**src/rtl/csr_resp_pkg.sv**
```systemverilog
package csr_resp_pkg;
  localparam int ADDR_W = 12;
  localparam int DATA_W = 64;

  localparam logic [ADDR_W-1:0] ADR_STATUS  = 12'h300;
  localparam logic [ADDR_W-1:0] ADR_TVEC    = 12'h305;
  localparam logic [ADDR_W-1:0] ADR_SCRATCH = 12'h340;
  localparam logic [ADDR_W-1:0] ADR_EPC     = 12'h341;
  localparam logic [ADDR_W-1:0] ADR_CAUSE   = 12'h342;
  localparam logic [ADDR_W-1:0] ADR_CYCLE   = 12'hB00;

  typedef enum logic [2:0] {
    SEL_NONE, SEL_STATUS, SEL_TVEC, SEL_SCRATCH, SEL_EPC, SEL_CAUSE, SEL_CYCLE
  } csrSel_e;

  typedef struct packed {
    logic    hit;
    csrSel_e sel;
    logic    wrStb;
    logic    rdStb;
  } csrStrobe_t;
endpackage

```
**src/rtl/csr_ctrl.sv**
```systemverilog
module csr_ctrl
  import csr_resp_pkg::*;
#(
  parameter int AW = ADDR_W
) (
  input  logic [AW-1:0] csrAddr,
  input  logic          csrWrEn,
  input  logic          csrRdEn,
  output csrStrobe_t    stb
);
  csrSel_e sel;

  always_comb begin
    unique case (csrAddr)
      ADR_STATUS:  sel = SEL_STATUS;
      ADR_TVEC:    sel = SEL_TVEC;
      ADR_SCRATCH: sel = SEL_SCRATCH;
      ADR_EPC:     sel = SEL_EPC;
      ADR_CAUSE:   sel = SEL_CAUSE;
      ADR_CYCLE:   sel = SEL_CYCLE;
      default:     sel = SEL_NONE;
    endcase
  end

  always_comb begin
    stb.sel   = sel;
    stb.hit   = (sel != SEL_NONE);
    stb.wrStb = stb.hit & csrWrEn;
    stb.rdStb = stb.hit & csrRdEn;
  end
endmodule

```
**src/rtl/csr_dp.sv**
```systemverilog
module csr_dp
  import csr_resp_pkg::*;
#(
  parameter int DW = DATA_W
) (
  input  logic          clk,
  input  logic          rstN,
  input  csrStrobe_t    stb,
  input  logic [DW-1:0] csrWrData,
  input  logic          trapIn,
  input  logic [DW-1:0] trapPc,
  input  logic [DW-1:0] trapCause,
  output logic [DW-1:0] csrRdData,
  output logic [DW-3:0] vecBase
);
  logic [DW-1:0] statusQ, scratchQ, epcQ, causeQ, cycleQ;
  logic [DW-3:0] tvecQ;

  logic wrStatus, wrTvec, wrScratch, wrEpc, wrCause, wrCycle;
  assign wrStatus  = stb.wrStb && stb.sel == SEL_STATUS;
  assign wrTvec    = stb.wrStb && stb.sel == SEL_TVEC;
  assign wrScratch = stb.wrStb && stb.sel == SEL_SCRATCH;
  assign wrEpc     = stb.wrStb && stb.sel == SEL_EPC;
  assign wrCause   = stb.wrStb && stb.sel == SEL_CAUSE;
  assign wrCycle   = stb.wrStb && stb.sel == SEL_CYCLE;

  always_ff @(posedge clk) begin
    if (!rstN) begin
      statusQ  <= '0;
      tvecQ    <= '0;
      scratchQ <= '0;
      epcQ     <= '0;
      causeQ   <= '0;
      cycleQ   <= '0;
    end else begin
      if (wrStatus)  statusQ  <= csrWrData;
      if (wrTvec)    tvecQ    <= csrWrData[DW-1:2];
      if (wrScratch) scratchQ <= csrWrData;
      if (trapIn) begin
        epcQ   <= trapPc;
        causeQ <= trapCause;
      end else begin
        if (wrEpc)   epcQ   <= csrWrData;
        if (wrCause) causeQ <= csrWrData;
      end
      cycleQ <= wrCycle ? csrWrData : cycleQ + 1'b1;
    end
  end

  always_comb begin
    csrRdData = '0;
    if (stb.rdStb) begin
      unique case (stb.sel)
        SEL_STATUS:  csrRdData = statusQ;
        SEL_TVEC:    csrRdData = {tvecQ, 2'b00};
        SEL_SCRATCH: csrRdData = scratchQ;
        SEL_EPC:     csrRdData = epcQ;
        SEL_CAUSE:   csrRdData = causeQ;
        SEL_CYCLE:   csrRdData = cycleQ;
        default:     csrRdData = '0;
      endcase
    end
  end

  assign vecBase = tvecQ;

  // no valid read strobe means a zero read bus
  a_r2_idle_read_zero: assert property (@(posedge clk) disable iff (!rstN)
    !stb.rdStb |-> csrRdData == '0);
  // committed scratch write is visible next cycle
  a_r3_scratch_commit: assert property (@(posedge clk) disable iff (!rstN)
    wrScratch |=> scratchQ == $past(csrWrData));
  // vector port holds unless the vector register is written
  a_r4_vec_stable: assert property (@(posedge clk) disable iff (!rstN)
    !wrTvec |=> $stable(vecBase));
  // low bits of the vector read back as zero
  a_r5_tvec_low_zero: assert property (@(posedge clk) disable iff (!rstN)
    (stb.rdStb && stb.sel == SEL_TVEC) |-> csrRdData[1:0] == 2'b00);
  // counter advances by one when not written
  a_r6_cycle_inc: assert property (@(posedge clk) disable iff (!rstN)
    !wrCycle |=> cycleQ == $past(cycleQ) + 1'b1);
  // trap capture beats a bus write
  a_r7_trap_epc: assert property (@(posedge clk) disable iff (!rstN)
    trapIn |=> (epcQ == $past(trapPc)) && (causeQ == $past(trapCause)));
endmodule

```
**src/rtl/csr_responder.sv**
```systemverilog
module csr_responder
  import csr_resp_pkg::*;
#(
  parameter int AW = ADDR_W,
  parameter int DW = DATA_W
) (
  input  logic          clk,
  input  logic          rstN,
  input  logic [AW-1:0] csrAddr,
  output logic          csrValid,
  input  logic [DW-1:0] csrWrData,
  input  logic          csrWrEn,
  output logic [DW-1:0] csrRdData,
  input  logic          csrRdEn,
  input  logic          trapIn,
  input  logic [DW-1:0] trapPc,
  input  logic [DW-1:0] trapCause,
  output logic [DW-3:0] vecBase
);
  csrStrobe_t stb;

  csr_ctrl #(.AW(AW)) uCtrl (
    .csrAddr (csrAddr),
    .csrWrEn (csrWrEn),
    .csrRdEn (csrRdEn),
    .stb     (stb)
  );

  csr_dp #(.DW(DW)) uDp (
    .clk       (clk),
    .rstN      (rstN),
    .stb       (stb),
    .csrWrData (csrWrData),
    .trapIn    (trapIn),
    .trapPc    (trapPc),
    .trapCause (trapCause),
    .csrRdData (csrRdData),
    .vecBase   (vecBase)
  );

  assign csrValid = stb.hit;

  // an invalid address never produces read data
  a_r1_invalid_no_data: assert property (@(posedge clk) disable iff (!rstN)
    !csrValid |-> csrRdData == '0);
endmodule

```
**config.mk**
```make
export PLATFORM = sky130hd
export DESIGN_NAME = csr_responder
export DESIGN_NICKNAME = d
export VERILOG_FILES = /design/src/rtl/csr_resp_pkg.sv /design/src/rtl/csr_ctrl.sv /design/src/rtl/csr_dp.sv /design/src/rtl/csr_responder.sv
export SDC_FILE = /design/constraint.sdc
export NUM_CORES = 1
export LEC_CHECK = 0
export BUFFER_PORTS_ARGS = -buffer_cell sky130_fd_sc_hd__buf_4
export CAP_MARGIN = 20
export CORE_ASPECT_RATIO = 2
export CORE_MARGIN = 3
export CORE_UTILIZATION = 35
export DETAILED_ROUTE_END_ITERATION = 7
export PLACE_DENSITY_LB_ADDON = 0.25
export SLEW_MARGIN = 5
export SYNTH_ARGS = -nofsm -noshare
export SYNTH_HDL_FRONTEND = slang
export SYNTH_SLANG_ARGS = --single-unit
```
**constraint.sdc**
```tcl
create_clock -name clk -period 3.5 [get_ports clk]
set_input_delay 0.7 -clock clk [delete_from_list [all_inputs] [get_ports clk]]
set_output_delay 0.7 -clock clk [all_outputs]
set_load 0.01 [all_outputs]
```
Word level (Yosys, flattened, before mapping)
Index checks and enable logic that the tools add are counted.
- add/subtract/negate cells: 1
- equal/unequal tests: 12
- muxes and demuxes: 8
- bitwise logic cells: 2
- reduce and logical (&&, ||, !) cells: 9
- operator list (operator ; count):
    2-to-1 mux 64 bit ; 6
    case mux 64 bit (6 select lines) ; 1
    adder 64 x 1 -> 64 bit (second input constant) ; 1
    equality test 12 x 10 -> 1 bit (second input constant) ; 5
    case mux 3 bit (6 select lines) ; 1
    equality test 12 bit (second input constant) ; 1
    equality test 3 bit (second input constant) ; 3
    equality test 3 x 2 -> 1 bit (second input constant) ; 2
    logical AND 1 bit ; 6
    nonzero test 2 bit ; 2
    equality test 3 x 1 -> 1 bit (second input constant) ; 1
    nonzero test 3 bit ; 1
    bitwise AND 1 bit ; 2
- flip-flop bits (word level): 382
- input port bits: 209
- output and inout bits: 127

Depth between registers and ports, before layout
- word-level depth: 7
- gate-level depth with buffers: 9
- gate-level depth less buffers: 6

Cells and area by module
From an unflattened synthesis, not the netlist that was laid out.
- cells, all modules: 2218
- area, all modules: 18245.0 sq um
- modules (own cells, without submodules) (module ; instances ; cells an instance ; area each (sq um) ; seq. area each (sq um)):
    csr_dp ; 1 ; 2191 ; 18062.3 ; 7647.3
    csr_ctrl ; 1 ; 27 ; 182.7 ; 0.0

Worst setup path after synthesis
No wires, ideal clock.
- path type: input-to-output
- start point: input csrAddr[3]
- end point: output csrRdData[10]
- data arrival time: 2.419 ns
- setup slack: 0.381 ns
- stages: 7
- buffers on the path: 2
- path through: or3_1 clkbuf_1 nor4_4 a21o_1 nand2_1 clkbuf_1 a21oi_1
- word-level cells in the longest chain between the ends: 5
- elaborated cells on any way between the ends: 17
- classes of those cells: eq/ne (12); mux (3); bitwise (1); reduce/logical (1)
- ends and longest elaborated chain (item ; line ; RTL):
    start: declaration ; csr_responder.sv:9 ; input logic [AW-1:0] csrAddr,
    equality test 12 bit or equality test 12 x 10 -> 1 bit (tied branches) ; csr_ctrl.sv:14 ; unique case (csrAddr)
    case mux 3 bit (6 select lines) (*) ; csr_ctrl.sv:14 ;
    nonzero test 3 bit (*) ; csr_ctrl.sv:27 ; stb.hit = (sel != SEL_NONE);
    named net csrValid ; csr_responder.sv:10 ; output logic csrValid,
    bitwise AND 1 bit (*) ; csr_ctrl.sv:29 ; stb.rdStb = stb.hit & csrRdEn;
    2-to-1 mux 64 bit (*) ; csr_dp.sv:52 ; if (stb.rdStb) begin
    end: declaration ; csr_responder.sv:13 ; output logic [DW-1:0] csrRdData,
Mark *: on every way through the listed nets, which the timed path passes. The rest lies on a longest branch.

Worst setup path after layout
- start point: input csrAddr[1]
- end point: output csrRdData[53]
- word-level cells in the longest chain between the ends: 5
- elaborated cells on any way between the ends: 17
- classes of those cells: eq/ne (12); mux (3); bitwise (1); reduce/logical (1)
- ends and longest elaborated chain (item ; line ; RTL):
    equality test 12 bit or equality test 12 x 10 -> 1 bit (tied branches) ; csr_ctrl.sv:14 ;
    case mux 3 bit (6 select lines) (*) ; csr_ctrl.sv:14 ;
    equality test 3 bit, or another cell as far along ; csr_dp.sv:53 ; unique case (stb.sel)
    case mux 64 bit (6 select lines) or bitwise AND 1 bit (tied branches) ; csr_dp.sv:53, csr_ctrl.sv:29 ;
    2-to-1 mux 64 bit (*) ; csr_dp.sv:52 ;
Mark *: on every way between the ends. The rest lies on a longest branch, timed or not.

==> metrics.txt <==
Min Hold Slack 416 ps; Crit Path Category in -> out; Synth Cell Area 0.0184 sq mm; first-pass GRT wire length 110 mm; vias in the first global route 18500; Synth top area share 41.5%; crit path max fanout 24; post-synth cell types 54; period utilisation layout 99.5%; Layout area overhead 25.2%; input/output buffers 335; Rel. slew slack 38.5%; YS warnings 0; slack of the critical path 18.1 ps; Final Cell Area 0.0231 sq mm; final net count 2617; cts bufs inserted 38; Fin. Hold Viols 0; chip width 168 um; syn nets 2387; max-capacitance violation count 0; setup_tns 0 ps; Worst VDD drop 0.399 mV; worst hold stages 3; Post-synth EDFFs 0; Flop pwr share 47.9%; Synth Instances 2177; Worst EP arrival 2780 ps; Setup Buffers After CTS 0; Worst Setup End Kind output pin; layout cells sized above 1 19.9%; total power 9.42 mW; core area 0.0520 sq mm; Area after DPL 0.0218 sq mm; root buf cell clkbuf_16; IO Count 336; RSZ-0062 raised after global routing no; n_diodes 0; Max Slew Vio Count 0; 1st-pass router iterations 8; final WL 74.8 mm; failing checks DRC; pre-CTS setup slack 58.6 ps; initial core utilization 35.5%; Fillers 5170; Final Wtd Congestion 0.831; worst hold start trapPc[16]; Post-CTS Hold Fix Bufs 0; Die Y-Extent 331 um; CTS tree yes; internal cell power 7.18 mW; Synth Register Bits 382; maximum clock path buffer count 3; asr flop ratio synth 0%; cell taking the most area after synthesis dfxtp_1; Leak 7.98 nW; Comb power frac 7.2%; Routed Antenna Nets 0; Net Sw Power 2.25 mW; worst endpoint required time 2800 ps; Final min period 3480 ps; hpwl dp 51.0 mm; Clock power frac 44.9%; Final setup viols 0; status finished with violations; wire length per cell 24.2 um; mean number of vias per cell 5.91; CP peak stage delay 640 ps; largest net degree at the start of global routing 117; Crit-path slowest cell or4_1; syn avg cell area 8.47 sq um; R2R setup slack 810 ps; Crit Reg-Reg Startpoint uDp.cycleQ[11]; Slew @ Worst Pin 923 ps; CP Cell Sequence buf_4, or4_1, nor4_4, buf_12, buf_12, a222oi_1, a21oi_1, buf_4; worst-case reg-to-reg path depth 5; Worst Skew 13.0 ps; total track usage 25.5%; initial detailed-routing violation count 1672; Hold Path Class in -> reg; Most used DFF post-synth dfxtp_1; Clock Sink Count 382; sw frac 23.8%; post-CTS sizing 0; Synth area leaders dfxtp_1 41%, nand2_1 8.6%, a21boi_1 7.7%; sequential cell area fraction in the yosys report 41.5%; DRC violations left 10; num rows 118; die area 0.0556 sq mm; via count 18300; fmax 287 MHz; Overflow after GRT 0; Hold Crit Endpoint uDp.epcQ[16]; Worst R2R End uDp.cycleQ[45]; clk_lat worst skew 550 ps; H-Tree Level Count 2; clock transition at the registers of the reported paths 60 ps; initial antenna violation count 0; startpoint types input pin; PD cells 408 mW/mm^2
critical path: cells and delay by family:
family          cells  cell delay (ps)
compound gates      2              380
simple gates        2              870
buf+inv             4              830
worst max-delay path by stage:
stage | startpoint | end
2_1_floorplan | csrAddr[3] | csrRdData[10]
3_3_place_gp | csrAddr[3] | csrRdData[27]
3_5_place_dp | csrAddr[1] | csrRdData[53]
4_1_cts | csrAddr[1] | csrRdData[53]
5_1_grt | csrAddr[1] | csrRdData[56]
6_report | csrAddr[1] | csrRdData[53]
state kept, by name, indices dropped and copies added, names as in the netlist:
signal / count
uDp.epcQ: 64
uDp.cycleQ: 64
uDp.scratchQ: 64
uDp.statusQ: 64
uDp.vecBase: 62
uDp.causeQ: 64
metal layers:
metal | routed length, um | track usage (%) | share of wire, % | vias to the layer above
met5 | 0 | 0 | 0 | -
met4 | 4320 | 14.4 | 5.8 | 0
met3 | 4070 | 2.88 | 5.4 | 210
met2 | 39200 | 46.9 | 52 | 824
met1 | 27200 | 28.2 | 36 | 8833
li1 | - | - | - | 8434
power by group through the flow:
stage | combinational [mW] | clock (mW) | sequential, mW
after global routing | 0.732 | 4.48 | 4.52
after global placement | 0.664 | 0 | 4.60
after floorplan | 0.295 | 0 | 4.59
after CTS | 0.676 | 4.32 | 4.51
final | 0.677 | 4.23 | 4.51
after detailed placement | 0.674 | 0 | 4.61
kinds of logic after synthesis:
kind of cell / share of synthesized area (%)
AO/OA/AOI/OAI: 30.0
XOR/XNOR: 1.71
adder cells (fa/ha/maj): 0.0679
buffers and inverters: 4.95
flip-flops: 41.5
multiplexers: 7.13
AND/OR/NAND/NOR: 14.7
cell usage after synthesis (22+ instances only):
| cell type | number |
|---|---|
| nand2_1 | 420 |
| dfxtp_1 | 382 |
| a21oi_1 | 220 |
| o21ai_0 | 191 |
| a21boi_1 | 190 |
| clkbuf_1 | 145 |
| mux2i_1 | 129 |
| a22oi_1 | 66 |
| a22o_1 | 64 |
| a222oi_1 | 62 |
| buf_2 | 32 |
| nand3_1 | 26 |
| a31oi_1 | 23 |
| buf_4 | 22 |
through the flow:
| step | instances | util (%) |
|---|---|---|
| 3_5_place_dp | 3027 | 42.0 |
| 4_1_cts | 3097 | 44.4 |
| 2_1_floorplan | 2177 | - |
| 3_3_place_gp | 3027 | 42.0 |
| 6_report | 3097 | 44.4 |
| 5_1_grt | 3097 | 44.4 |
cells in the final DEF (no fill, tap or decap), types with 12 or more instances in the layout:
cell       instances
a21boi_1         190
a21oi_1          220
a222oi_1          62
a22o_1            64
a22oi_1           66
a31oi_1           23
and4_1            13
buf_12            31
buf_4            363
clkbuf_1          12
clkbuf_16         41
dfxtp_1          382
mux2i_1          129
nand2_1          417
nand3_1           25
nand4_1           21
o21ai_0          191
or3_1             13
or4_1             15
xnor2_1           21
xor2_1            15
final cells by class:
type / instances / area (sq um) / share of cell area, %
clock buffers: 58 / 1140 / 4.94
flip-flops and latches: 382 / 7650 / 33.1
well taps: 660 / 826 / 3.58
repair buffers: 395 / 3360 / 14.6
inverters: 5 / 23.8 / 0.103
clock inverters: 12 / 120 / 0.520
multi-input cells: 1585 / 9970 / 43.2
Note: power is estimated with default switching activity, not from simulation.
